### src/rtl/ibe_pkg.sv
package ibe_pkg;
   typedef enum logic [1:0] {
      PH_IDLE = 2'd0,
      PH_ADDR = 2'd1,
      PH_DATA = 2'd2,
      PH_SKIP = 2'd3
   } ibe_phase_e;
endpackage

### src/rtl/ibe_line_events.sv
module ibe_line_events (
   input  logic clk,
   input  logic rst_n,
   input  logic scl_i,
   input  logic sda_i,
   output logic scl_rise_o,
   output logic scl_fall_o,
   output logic start_o,
   output logic stop_o
);
   logic scl_q, sda_q;

   always_ff @(posedge clk or negedge rst_n) begin
      if (!rst_n) begin
         scl_q <= 1'b1;
         sda_q <= 1'b1;
      end else begin
         scl_q <= scl_i;
         sda_q <= sda_i;
      end
   end

   assign scl_rise_o = scl_i & ~scl_q;
   assign scl_fall_o = ~scl_i & scl_q;
   // SDA moving while SCL stays high marks a bus condition
   assign start_o    = scl_i & scl_q & sda_q & ~sda_i;
   assign stop_o     = scl_i & scl_q & ~sda_q & sda_i;
endmodule

### src/rtl/ibe_bit_seq.sv
module ibe_bit_seq #(
   parameter int DATA_W = 8,
   localparam int CNT_W = $clog2(DATA_W + 1)
) (
   input  logic             clk,
   input  logic             rst_n,
   input  logic             restart_i,
   input  logic             step_i,
   input  logic             ack_mode_i,
   output logic [CNT_W-1:0] cnt_o,
   output logic             last_bit_o,
   output logic             ack_pos_o
);
   localparam logic [CNT_W-1:0] LAST = CNT_W'(DATA_W - 1);
   localparam logic [CNT_W-1:0] ACKP = CNT_W'(DATA_W);

   logic [CNT_W-1:0] cnt_q;

   always_ff @(posedge clk or negedge rst_n) begin
      if (!rst_n) begin
         cnt_q <= '0;
      end else if (restart_i) begin
         cnt_q <= '0;
      end else if (step_i) begin
         if (cnt_q == LAST)      cnt_q <= ack_mode_i ? ACKP : '0;
         else if (cnt_q == ACKP) cnt_q <= '0;
         else                    cnt_q <= cnt_q + 1'b1;
      end
   end

   assign cnt_o      = cnt_q;
   assign last_bit_o = (cnt_q == LAST);
   assign ack_pos_o  = (cnt_q == ACKP);

   assert_cnt_range_R9: assert property (@(posedge clk) disable iff (!rst_n)
      cnt_q <= ACKP);
   assert_no_ack_pos_R9: assert property (@(posedge clk) disable iff (!rst_n)
      (step_i && !restart_i && !ack_mode_i && cnt_q == LAST) |=> cnt_q == '0);
endmodule

### src/rtl/ibe_addr_match.sv
module ibe_addr_match #(
   parameter int ADDR_W = 7,
   parameter bit GC_EN  = 1'b1
) (
   input  logic [ADDR_W:0]   byte_i,
   input  logic [ADDR_W-1:0] own_addr_i,
   output logic              own_hit_o,
   output logic              gcall_o
);
   assign own_hit_o = (byte_i[ADDR_W:1] == own_addr_i);

   generate
      if (GC_EN) begin : g_gcall
         assign gcall_o = (byte_i == '0);
      end else begin : g_no_gcall
         assign gcall_o = 1'b0;
      end
   endgenerate
endmodule

### src/rtl/i2c_byte_engine.sv
module i2c_byte_engine
   import ibe_pkg::*;
#(
   parameter int ADDR_W = 7,
   parameter int DATA_W = 8,
   parameter bit GC_EN  = 1'b1
) (
   input  logic              clk,
   input  logic              rst_n,
   input  logic              scl_i,
   input  logic              sda_i,
   output logic              sda_pull_o,
   input  logic              master_i,
   input  logic              xmit_i,
   input  logic              ack_mode_i,
   input  logic [ADDR_W-1:0] own_addr_i,
   input  logic [DATA_W-1:0] tx_byte_i,
   output logic [DATA_W-1:0] rx_byte_o,
   output logic              byte_done_o,
   output logic              ack_slot_o,
   output logic              bus_busy_o,
   output logic              addr_match_o,
   output logic              gen_call_o,
   output logic              rx_ack_bit_o
);
   localparam int CNT_W = $clog2(DATA_W + 1);

   generate
      if (ADDR_W < 1) begin : g_bad_addr_w
         $error("i2c_byte_engine: ADDR_W must be at least 1");
      end
      if (DATA_W != ADDR_W + 1) begin : g_bad_data_w
         $error("i2c_byte_engine: DATA_W must equal ADDR_W + 1");
      end
   endgenerate

   logic scl_rise, scl_fall, start_evt, stop_evt;
   logic [CNT_W-1:0] cnt;
   logic last_bit, ack_pos;
   logic own_hit, gcall, addr_hit;

   ibe_phase_e        phase_q;
   logic [DATA_W-1:0] sh_q, tx_sh_q, rx_byte_q, full_byte;
   logic busy_q, done_q, match_q, gc_q, ack_pend_q, byte_tx_q, rx_ack_q, pull_q;

   ibe_line_events i_events (
      .clk        (clk),
      .rst_n      (rst_n),
      .scl_i      (scl_i),
      .sda_i      (sda_i),
      .scl_rise_o (scl_rise),
      .scl_fall_o (scl_fall),
      .start_o    (start_evt),
      .stop_o     (stop_evt)
   );

   ibe_bit_seq #(.DATA_W(DATA_W)) i_seq (
      .clk        (clk),
      .rst_n      (rst_n),
      .restart_i  (start_evt | stop_evt),
      .step_i     (scl_rise & busy_q),
      .ack_mode_i (ack_mode_i),
      .cnt_o      (cnt),
      .last_bit_o (last_bit),
      .ack_pos_o  (ack_pos)
   );

   assign full_byte = {sh_q[DATA_W-2:0], sda_i};

   ibe_addr_match #(.ADDR_W(ADDR_W), .GC_EN(GC_EN)) i_match (
      .byte_i     (full_byte),
      .own_addr_i (own_addr_i),
      .own_hit_o  (own_hit),
      .gcall_o    (gcall)
   );

   assign addr_hit = own_hit | gcall;

   // Receive side: phase, shift register, flags, acknowledge bookkeeping
   always_ff @(posedge clk or negedge rst_n) begin
      if (!rst_n) begin
         phase_q    <= PH_IDLE;
         busy_q     <= 1'b0;
         sh_q       <= '0;
         rx_byte_q  <= '0;
         done_q     <= 1'b0;
         match_q    <= 1'b0;
         gc_q       <= 1'b0;
         ack_pend_q <= 1'b0;
         byte_tx_q  <= 1'b0;
         rx_ack_q   <= 1'b1;
      end else begin
         done_q <= 1'b0;
         if (stop_evt) begin
            phase_q <= PH_IDLE;
            busy_q  <= 1'b0;
            match_q <= 1'b0;
            gc_q    <= 1'b0;
         end else if (start_evt) begin
            phase_q <= master_i ? PH_DATA : PH_ADDR;
            busy_q  <= 1'b1;
            match_q <= 1'b0;
            gc_q    <= 1'b0;
         end else if (scl_rise && busy_q) begin
            if (!ack_pos) sh_q <= full_byte;
            if (ack_pos && byte_tx_q) rx_ack_q <= sda_i;
            if (last_bit) begin
               ack_pend_q <= 1'b0;
               byte_tx_q  <= 1'b0;
               case (phase_q)
                  PH_ADDR: begin
                     match_q <= own_hit;
                     gc_q    <= gcall;
                     if (addr_hit) begin
                        phase_q    <= PH_DATA;
                        rx_byte_q  <= full_byte;
                        done_q     <= 1'b1;
                        ack_pend_q <= ack_mode_i;
                     end else begin
                        phase_q <= PH_SKIP;
                     end
                  end
                  PH_DATA: begin
                     rx_byte_q  <= full_byte;
                     done_q     <= 1'b1;
                     ack_pend_q <= ack_mode_i & ~xmit_i;
                     byte_tx_q  <= xmit_i;
                  end
                  default: ;
               endcase
            end
         end
      end
   end

   // Drive side: SDA pull changes on SCL falling edges only
   always_ff @(posedge clk or negedge rst_n) begin
      if (!rst_n) begin
         pull_q  <= 1'b0;
         tx_sh_q <= '0;
      end else if (start_evt || stop_evt) begin
         pull_q <= 1'b0;
      end else if (scl_fall && busy_q) begin
         if (ack_pos) begin
            pull_q <= ack_pend_q;
         end else if (phase_q == PH_DATA && xmit_i) begin
            if (cnt == '0) begin
               pull_q  <= ~tx_byte_i[DATA_W-1];
               tx_sh_q <= tx_byte_i << 1;
            end else begin
               pull_q  <= ~tx_sh_q[DATA_W-1];
               tx_sh_q <= tx_sh_q << 1;
            end
         end else begin
            pull_q <= 1'b0;
         end
      end
   end

   assign sda_pull_o   = pull_q;
   assign rx_byte_o    = rx_byte_q;
   assign byte_done_o  = done_q;
   assign ack_slot_o   = ack_pos & busy_q;
   assign bus_busy_o   = busy_q;
   assign addr_match_o = match_q;
   assign gen_call_o   = gc_q;
   assign rx_ack_bit_o = rx_ack_q;

   assert_idle_release_R1: assert property (@(posedge clk) disable iff (!rst_n)
      !bus_busy_o |-> !sda_pull_o);
   assert_done_in_frame_R2: assert property (@(posedge clk) disable iff (!rst_n)
      byte_done_o |-> bus_busy_o);
   assert_pull_on_low_R3: assert property (@(posedge clk) disable iff (!rst_n)
      $rose(sda_pull_o) |-> !$past(scl_i));
   assert_skip_silent_R6: assert property (@(posedge clk) disable iff (!rst_n)
      (phase_q == PH_SKIP) |-> (!sda_pull_o && !byte_done_o));
   assert_ack_latch_slot_R8: assert property (@(posedge clk) disable iff (!rst_n)
      !$stable(rx_ack_bit_o) |-> $past(ack_slot_o));
   assert_slot_needs_mode_R10: assert property (@(posedge clk) disable iff (!rst_n)
      $rose(ack_slot_o) |-> $past(ack_mode_i));
endmodule

### config.mk
export PLATFORM = sky130hd
export DESIGN_NAME = i2c_byte_engine
export DESIGN_NICKNAME = d
export VERILOG_FILES = /design/src/rtl/ibe_pkg.sv /design/src/rtl/ibe_line_events.sv /design/src/rtl/ibe_bit_seq.sv /design/src/rtl/ibe_addr_match.sv /design/src/rtl/i2c_byte_engine.sv
export SDC_FILE = /design/constraint.sdc
export NUM_CORES = 1
export LEC_CHECK = 0
export BUFFER_PORTS_ARGS = -buffer_cell sky130_fd_sc_hd__buf_2
export CAP_MARGIN = 40
export CORE_MARGIN = 2
export CORE_UTILIZATION = 55
export CTS_BUF_LIST = sky130_fd_sc_hd__clkbuf_8
export DETAILED_ROUTE_END_ITERATION = 6
export HOLD_SLACK_MARGIN = 0.06
export MAX_ROUTING_LAYER = met4
export PLACE_DENSITY = 0.87
export SYNTH_ARGS = -nofsm -noshare
export SYNTH_HDL_FRONTEND = slang
export SYNTH_HIERARCHICAL = 1
export SYNTH_SLANG_ARGS = --single-unit
export TNS_END_PERCENT = 5
### constraint.sdc
create_clock -name clk -period 6.2 [get_ports clk]
set_clock_uncertainty 0.05 [all_clocks]
set_input_delay 0 -clock clk [delete_from_list [all_inputs] [get_ports clk]]
set_output_delay 0 -clock clk [all_outputs]
set_load 0.005 [all_outputs]
* Word level (Yosys, flattened, before mapping)
Cells that the tools add are included.
** Cells by class
- Bitwise operators :: 23
- Reduce and logical (&&, ||, !) cells :: 20
- Shift-type cells :: 0
- Order comparisons :: 0
- Divide/modulo/power cells :: 0
- $add $sub $neg :: 1
- Mux-type cells :: 41
- $mul :: 0
- Equality and inequality tests :: 6
** Operators with widths (number)
- $mux 1 :: 25
- $mux 4 :: 5
- $mux 8 :: 2
- $pmux 8 s2 :: 1
- $reduce_and 4->1 :: 4
- $mux 2 :: 6
- $not 1->1 :: 11
- $and 1x1->1 :: 10
- $reduce_bool 3->1 :: 3
- $logic_not 8->1 :: 1
- $reduce_bool 2->1 :: 4
- $eq 7x7->1 :: 1
- $reduce_and 6->1 :: 1
- $add 4x1->4 const B :: 1
- $eq 4x3->1 const B :: 1
- $eq 4x4->1 const B :: 1
- $logic_and 1x1->1 :: 4
- $logic_not 4->1 :: 1
- $pmux 1 s2 :: 2
- $reduce_and 3->1 :: 1
- $eq 2x1->1 const B :: 1
- $eq 2x2->1 const B :: 1
- $ne 2x2->1 const B :: 1
- $or 1x1->1 :: 2
- $logic_or 1x1->1 :: 1
** Word-level totals
- Bits in registers :: 39
- Bits in latches :: 0
- ROM bits :: 0
- Memories kept :: 0
- Logic and storage cells :: 106
- Memory bits (writable) :: 0

* Logic depth before layout (Yosys ltp)
Gate-level depths: netlist of run 1.
- Depth in word-level cells :: 8
- Depth in mapped cells :: 6

* By module
Netlist of run 1, hierarchy kept.
** By module, submodules not included
- i2c_byte_engine :: instances 1, area an instance 1455.1 µm², cells an instance 108
- ibe_bit_seq :: instances 1, area an instance 242.7 µm², cells an instance 24
- ibe_addr_match :: instances 1, area an instance 92.6 µm², cells an instance 12
- ibe_line_events :: instances 1, area an instance 85.1 µm², cells an instance 6

* Least setup slack after synthesis of run 1
No wires, ideal clock.
- Kind :: reg2reg
- From :: reg sh_q[5]
- To :: reg rx_byte_q[0], in the netlist rx_byte_o[0]
- Data required time :: 6.025 ns
- Buffers on the path :: 0
- Arrival time :: 2.024 ns
- Path slack :: 4.001 ns
- Stages on the path, launching flop included :: 6
- Cells stage by stage :: dfrtp_1 -> or4_1 -> nor2_1 -> nor2_1 -> a211oi_2 -> mux2_2
** On the way
- Longest elaborated chain between the ends :: 4
** RTL lines
- start, declared :: line i2c_byte_engine.sv:43 : logic [DATA_W-1:0] sh_q, tx_sh_q, rx_byte_q, full_byte;
- start signal, assigned :: line i2c_byte_engine.sv:105 : if (!ack_pos) sh_q <= full_byte;
- $logic_not 8->1 :: line ibe_addr_match.sv:14 : assign gcall_o = (byte_i == '0);
- named net gcall :: line i2c_byte_engine.sv:40 : logic own_hit, gcall, addr_hit;
- $or 1x1->1 :: line i2c_byte_engine.sv:77 : assign addr_hit = own_hit | gcall;
- $ne 2x2->1 (no source line)
- $reduce_and 6->1 (no source line)
- end signal, assigned :: line i2c_byte_engine.sv:116 : rx_byte_q <= full_byte;
- end signal, assigned :: line i2c_byte_engine.sv:124 : rx_byte_q <= full_byte;
- end, declared :: line i2c_byte_engine.sv:43
The timed path passes the listed nets, and every way through them passes these cells.
A chain may end at the register's enable or synchronous reset.

* Worst setup path in the final report of run 1
- From :: reg sh_q[5]
- To :: reg rx_byte_q[7], in the netlist rx_byte_o[7]
The elaborated chain is that of the path after synthesis.

==> results of run 1 <==
cells in the final DEF (no fill, tap or decap), drive strengths merged, types with 2 or more instances in the layout:
cell type,n
dlygate4sd3,14
inv,7
a21oi,4
mux2i,4
nor2,9
mux2,29
nand2,6
nand4,2
dfstp,3
or4,2
nor2b,3
and4b,2
xnor2,4
ha,4
o21ai,4
dfrtp,35
buf,36
and2,2
xor2,4
and3b,2
clkbuf,8
a211oi,2
nor4,5
nand3,2
worst min-delay path, cell delays in order:
cell and delay, ns:
buf_2 0.08, xnor2_1 0.06, nand4_1 0.06, nor4_1 0.07, mux2i_1 0.12, nor2_1 0.05
flip-flops by register name (all words and copies together), names as in the netlist, 2 cells and up:
register	cells
i_seq/cnt_o	4
phase_q	2
rx_byte_o	8
sh_q	7
tx_sh_q	7
cell usage after synthesis, types with 2 or more instances:
cell     instances  share of area
a21oi_1          4          0.011
and2_1           2         0.0067
and3b_1          2         0.0093
and4b_1          2          0.011
dfrtp_1         35           0.47
dfstp_2          3          0.042
ha_1             4          0.027
inv_1            7          0.014
mux2_2          29           0.17
mux2i_1          4          0.021
nand2_1          6          0.012
nand3_1          2         0.0053
nand4_1          2         0.0067
nor2_1           9          0.018
nor2b_1          3          0.010
nor4_1           3          0.010
o21ai_0          3         0.0080
or4_1            2         0.0080
xnor2_1          4          0.019
xor2_1           4          0.019
area by class of cell:
class | instances | area, um2
inverters | 7 | 26.28
repair buffers | 50 | 320.3
clock buffers | 8 | 110.1
fillers | 262 | 952.2
well taps | 46 | 57.56
multi-input cells | 104 | 889.6
flip-flops and latches | 38 | 954.7
per-layer routing:
metal / vias up / GRT usage / wire (um)
met2: 36 / 0.3818 / 1924
met3: 4 / 0.05225 / 159
met5: - / - / 0
met1: 679 / 0.2893 / 1735
met4: 0 / 0.09444 / 56
li1: 660 / - / -
report_power, final:
part           internal (uW)  leakage [uW]  switching (uW)
logic                    106      0.000586            76.4
registers                298      0.000496            55.6
clock network            112     0.0000575            84.5
total                    516       0.00114             216
worst paths after layout:
path,endpoint,slack [ns],cells past startpoint
setup / recovery,rx_byte_o[7],3.71,5
hold / removal,addr_match_o,0.14,6
setup reg to reg,rx_byte_o[7],3.71,5
hold reg to reg,rx_byte_o[5],0.46,1
max in group asynchronous,phase_q[1],5.27,2
min in group asynchronous,tx_sh_q[1],0.31,2
per-stage QoR:
stage	area (um2)	power, uW	worst slack [ns]
final	2359	732.3	3.708
after global routing	2359	778.9	3.441
after CTS	2359	736.7	3.691
after detailed placement	2108	532.7	3.699
after global placement	2108	516.7	3.803
after floorplan	1876	476.7	4.001
kinds of logic (layout without fill, tap and decap cells):
group	after synthesis	after routing	synth area share
buffers and inverters	8	65	0.01668
adder cells (fa/ha/maj)	4	4	0.02669
XOR/XNOR	8	8	0.03735
flip-flops	38	38	0.5090
multiplexers	33	33	0.1955
AND/OR/NAND/NOR	41	41	0.1454
AO/OA/AOI/OAI	18	18	0.06938
==> impl_results.md, run 1 <==
- Post-CTS sizing: 0
- Hold Slack: 0.1360 ns
- DRT Pass-1 Iters: 4
- Final Critical Period: roughly 2.5 ns
- Root Driver: clkbuf_8
- Yosys reg bits: 38
- Cell chain of the critical path: or4_1 -> nor2_1 -> nor2_1 -> a211oi_2 -> mux2_2
- FF-to-FF Start: sh_q[5]
- Unrepaired setup endpoints after global routing: no
- First-pass GRT wire length: 6.906 mm
- Crit path launch type: flip-flop
- Via count: 1379
- Fin util: 0.7124
- ANT cells: 0
- EDFF count, synth: 0
- CTS Sinks: 38
- Power density over the cells: approximately 310 nW/um2
- Synth cell types: 40
- Max Cap Viol: 0
- Static leakage: 0.001139 uW
- Cell mode on critical path: nor2_1
- Setup repair bufs after CTS: 0
- Number of placed cells counting well taps: between 200 and 250
- Seq/Total Area, Yosys: 0.5090
- Die area: 3893 um2
- # rows: 21
- Setup Viol. Count Final: 0
- CTS buffer count: 5
- Final critical-path share of the clock period: 0.4019
- Slowest Stage Delay on Critical Path: 0.65 ns
- Max Root-Sink Buffers: 2
- Vias/cell: 5.451
- Worst path required time: 6.33 ns
- Outcome: finished clean
- Final Slew Violations: 0
- Placer Congestion: 0.8530
- Detailed placement HPWL: 2.707 mm
- Overall routing resource usage: 0.2354
- # DRC: 0
- TNS Setup: 0 ns
- Synth Net Count: 176
- Fmax achieved: 401.3 MHz
- Largest net degree at the start of global routing: 39
- Post-route non-filler standard cell count: 253
- Initial drt markers: 57
- CP Class: reg2reg
- Ratio of cells with drive above 1 in the final layout: 0.3913
- Final hold viol count: 0
- Slew @ Worst Pin: just over 0.8 ns
- IO Port Bufs: 36
- Max_slew headroom: 0.4462
- GRT Residual Overflow: 0
- Critical Path AT: between 2 and 3 ns
- Min-delay src: own_addr_i[4]
- Total Nets Final: 232
- CP max-delay cell: a211oi_2
- Die Wd: 62.40 um
- Mapped Cells: 150
- Die Ht: 62.40 um
- Routed WL: between 3 and 4 mm
- I/O pin cnt: 37
- # hold bufs at CTS: 14
- Post-synth ARST share: 1.000
- Element type at the critical path end: flip-flop
- Synth Warn #: 6
- Area of the mapped netlist: 1876 um2
- Worst path top cell family by delay: simple AND/OR/NAND/NOR gates
- Commonest register cell after synthesis: dfrtp_1
- Initial Util: 0.5665
- Worst-path clk slew: 0.07 ns
- Post-route ant nets: 0
- Buf/Inv on CP: 0
- HP Class: in2reg
- Initial antenna violation count: 0
- Avg Synthesized Cell Area: 12.50 um2
- Area of the core: roughly 3300 um2
- Critical-path maximum fanout: 8
- CP startpoint: sh_q[5]
- Vias in the first global route: approximately 1400
- TritonCTS clock tree: built
- Number of H-tree levels: 2
- Worst VDD drop: 0.0002237 V
- Insertion delay to the later sink of the worst-skew pair: 0.29 ns
- Routed wire per std cell: between 15 and 20 um
- P&R area growth vs syn: 25.75%
(Power assumes the default switching activity.)
==> inputs of run 2 (changes only) <==
==> constraint.sdc (replaced) <==
create_clock -name clk -period 2.3 [get_ports clk]
set_clock_uncertainty 0.05 [all_clocks]
set_input_delay 0 -clock clk [delete_from_list [all_inputs] [get_ports clk]]
set_output_delay 0 -clock clk [all_outputs]
set_load 0.005 [all_outputs]
==> impl_results.md, run 2 (synthesis gave the netlist of run 1 again) <==
- Area of the core: 3311 um2
- DRT Pass-1 Iters: 4
- Gr busiest metal: met2
- Final hold viol count: 0
- TNS Setup: 0 ns
- GR Util met1: 0.2908
- Die Wd: 62.40 um
- CTS buffer count: 5
- Via count: approximately 1400
- Setup slack at placement: 0.1261 ns
- Initial antenna violation count: 0
- R2R depth: 6
- Internal reg-to-reg setup slack: 0.15 ns
- Initial Util: 0.5665
- HP Class: in2reg
- CP startpoint: sh_q[5]
- Final Critical Period: 2.151 ns
- Max Cap Viol: 0
- Largest net degree at the start of global routing: 39
- Routed wire per std cell: 14.27 um
- Fmax achieved: ~460 MHz
- Routed WL: about 3.7 mm
- Fin util: 0.7298
- I/O pin cnt: 37
- Most frequent cells in the layout: buf_2, dfrtp_1, mux2_2
- Detailed placement HPWL: around 2.7 mm
- Initial drt markers: between 80 and 90
- Outcome: finished clean
- Hold Slack: 0.2648 ns
- Met3 Usage GRT: 0.04865
- Largest register FFs: 8
- Element type at the critical path end: flip-flop
- Root Driver: clkbuf_8
- FF-to-FF Start: sh_q[5]
- Final critical-path share of the clock period: 0.9354
- Worst-path clk slew: about 0.07 ns
- GRT Residual Overflow: 0
- Slew @ Worst Pin: 0.8052 ns
- Most common cell after layout, fill and taps aside: buf_2
- Ratio of cells with drive above 1 in the final layout: 0.4131
- Static leakage: 0.001176 uW
- Met2 GRT Util: 0.3261
- Max_slew headroom: 0.4632
- Vias/cell: around 5.5
- Crit path launch type: flip-flop
- Total Nets Final: 239
- Overall routing resource usage: 0.2196
- CTS Sinks: 38
- First-pass GRT wire length: between 6 and 7 mm
- FF-to-FF End: rx_byte_o[6]
- Unrepaired setup endpoints after global routing: no
- Critical-path maximum fanout: 8
- P&R area growth vs syn: 28.82%
- Critical Path AT: approximately 2.3 ns
- Placer Congestion: around 0.87
- Worst VDD drop: 0.0006795 V
- Max Root-Sink Buffers: 2
- Setup Viol. Count Final: 0
- Layout fillers: about 240
- IO Port Bufs: 36
- Number of H-tree levels: 2
- Die area: 3893 um2
- Die Ht: 62.40 um
- Final WS setup: 0.1486 ns
- CP Class: reg2reg
- # rows: 21
- ANT cells: 0
- TritonCTS clock tree: built
- Post-route ant nets: 0
- Final Slew Violations: 0
- Critical path capture point: rx_byte_o[6]
- # DRC: 0
- Power density over the cells: 840.1 nW/um2
- Insertion delay to the later sink of the worst-skew pair: 0.29 ns
- Worst path required time: 2.42 ns
- Vias in the first global route: ~1400
run 2: cell types whose count changed in the layout (fill, tap and decap cells not counted), sizes merged:
cell and change:
bufinv +1, clkbuf -2, buf +7
run 2: worst min-delay path by stage:
stage                   from        endpoint  cells past startpoint
4_1_cts        own_addr_i[4]    addr_match_o                      7
6_report       own_addr_i[4]    addr_match_o                      7
2_1_floorplan          rst_n      ack_pend_q                      0
5_1_grt        own_addr_i[4]    addr_match_o                      7
3_5_place_dp           rst_n      tx_sh_q[1]                      1
3_3_place_gp           rst_n  i_seq/cnt_o[2]                      1
run 2: timing repair:
item                                    4_1_cts  5_1_grt
setup buffers                                 0        0
hold buffers                                 14        0
gates resized for setup                       0        1
hold endpoints to repair                     53        0
endpoints found under the setup margin        0        8
run 2: layer usage:
metal | vias to the layer above | wire length [um]
li1 | 673 | -
met2 | 39 | 1716
met3 | 4 | 166
met1 | 697 | 1741
met5 | - | 0
met4 | 0 | 71
run 2: worst max-delay path, stage by stage, from the launching register on:
cell	delay [ns]
dfrtp_1	0.42
or4_1	0.54
nor2_2	0.17
nor2_1	0.09
a211oi_2	0.21
buf_4	0.20
mux2_2	0.35
run 2: cell type report:
class / count / area (um2) / area share
clock buffers: 6 / 82.58 / 0.03418
multi-input cells: 104 / 892.1 / 0.3692
repair buffers: 57 / 372.9 / 0.1543
well taps: 46 / 57.56 / 0.02382
flip-flops and latches: 38 / 954.7 / 0.3951
inverters: 7 / 26.28 / 0.01088
clock inverters: 1 / 30.03 / 0.01243
run 2: power by group:
part	leakage (uW)	internal, uW	switching, uW	total (uW)
logic	0.000622	303	208	511
clock network	0.0000573	347	222	569
registers	0.000496	804	147	950
total	0.00118	1450	576	2030
run 2: per-stage QoR:
step	power, uW	std cells	instance area (um2)
3_3_place_gp	1412	238	2161
6_report	2030	259	2416
3_5_place_dp	1451	238	2161
2_1_floorplan	1285	150	1876
4_1_cts	2040	259	2414
5_1_grt	2143	259	2416
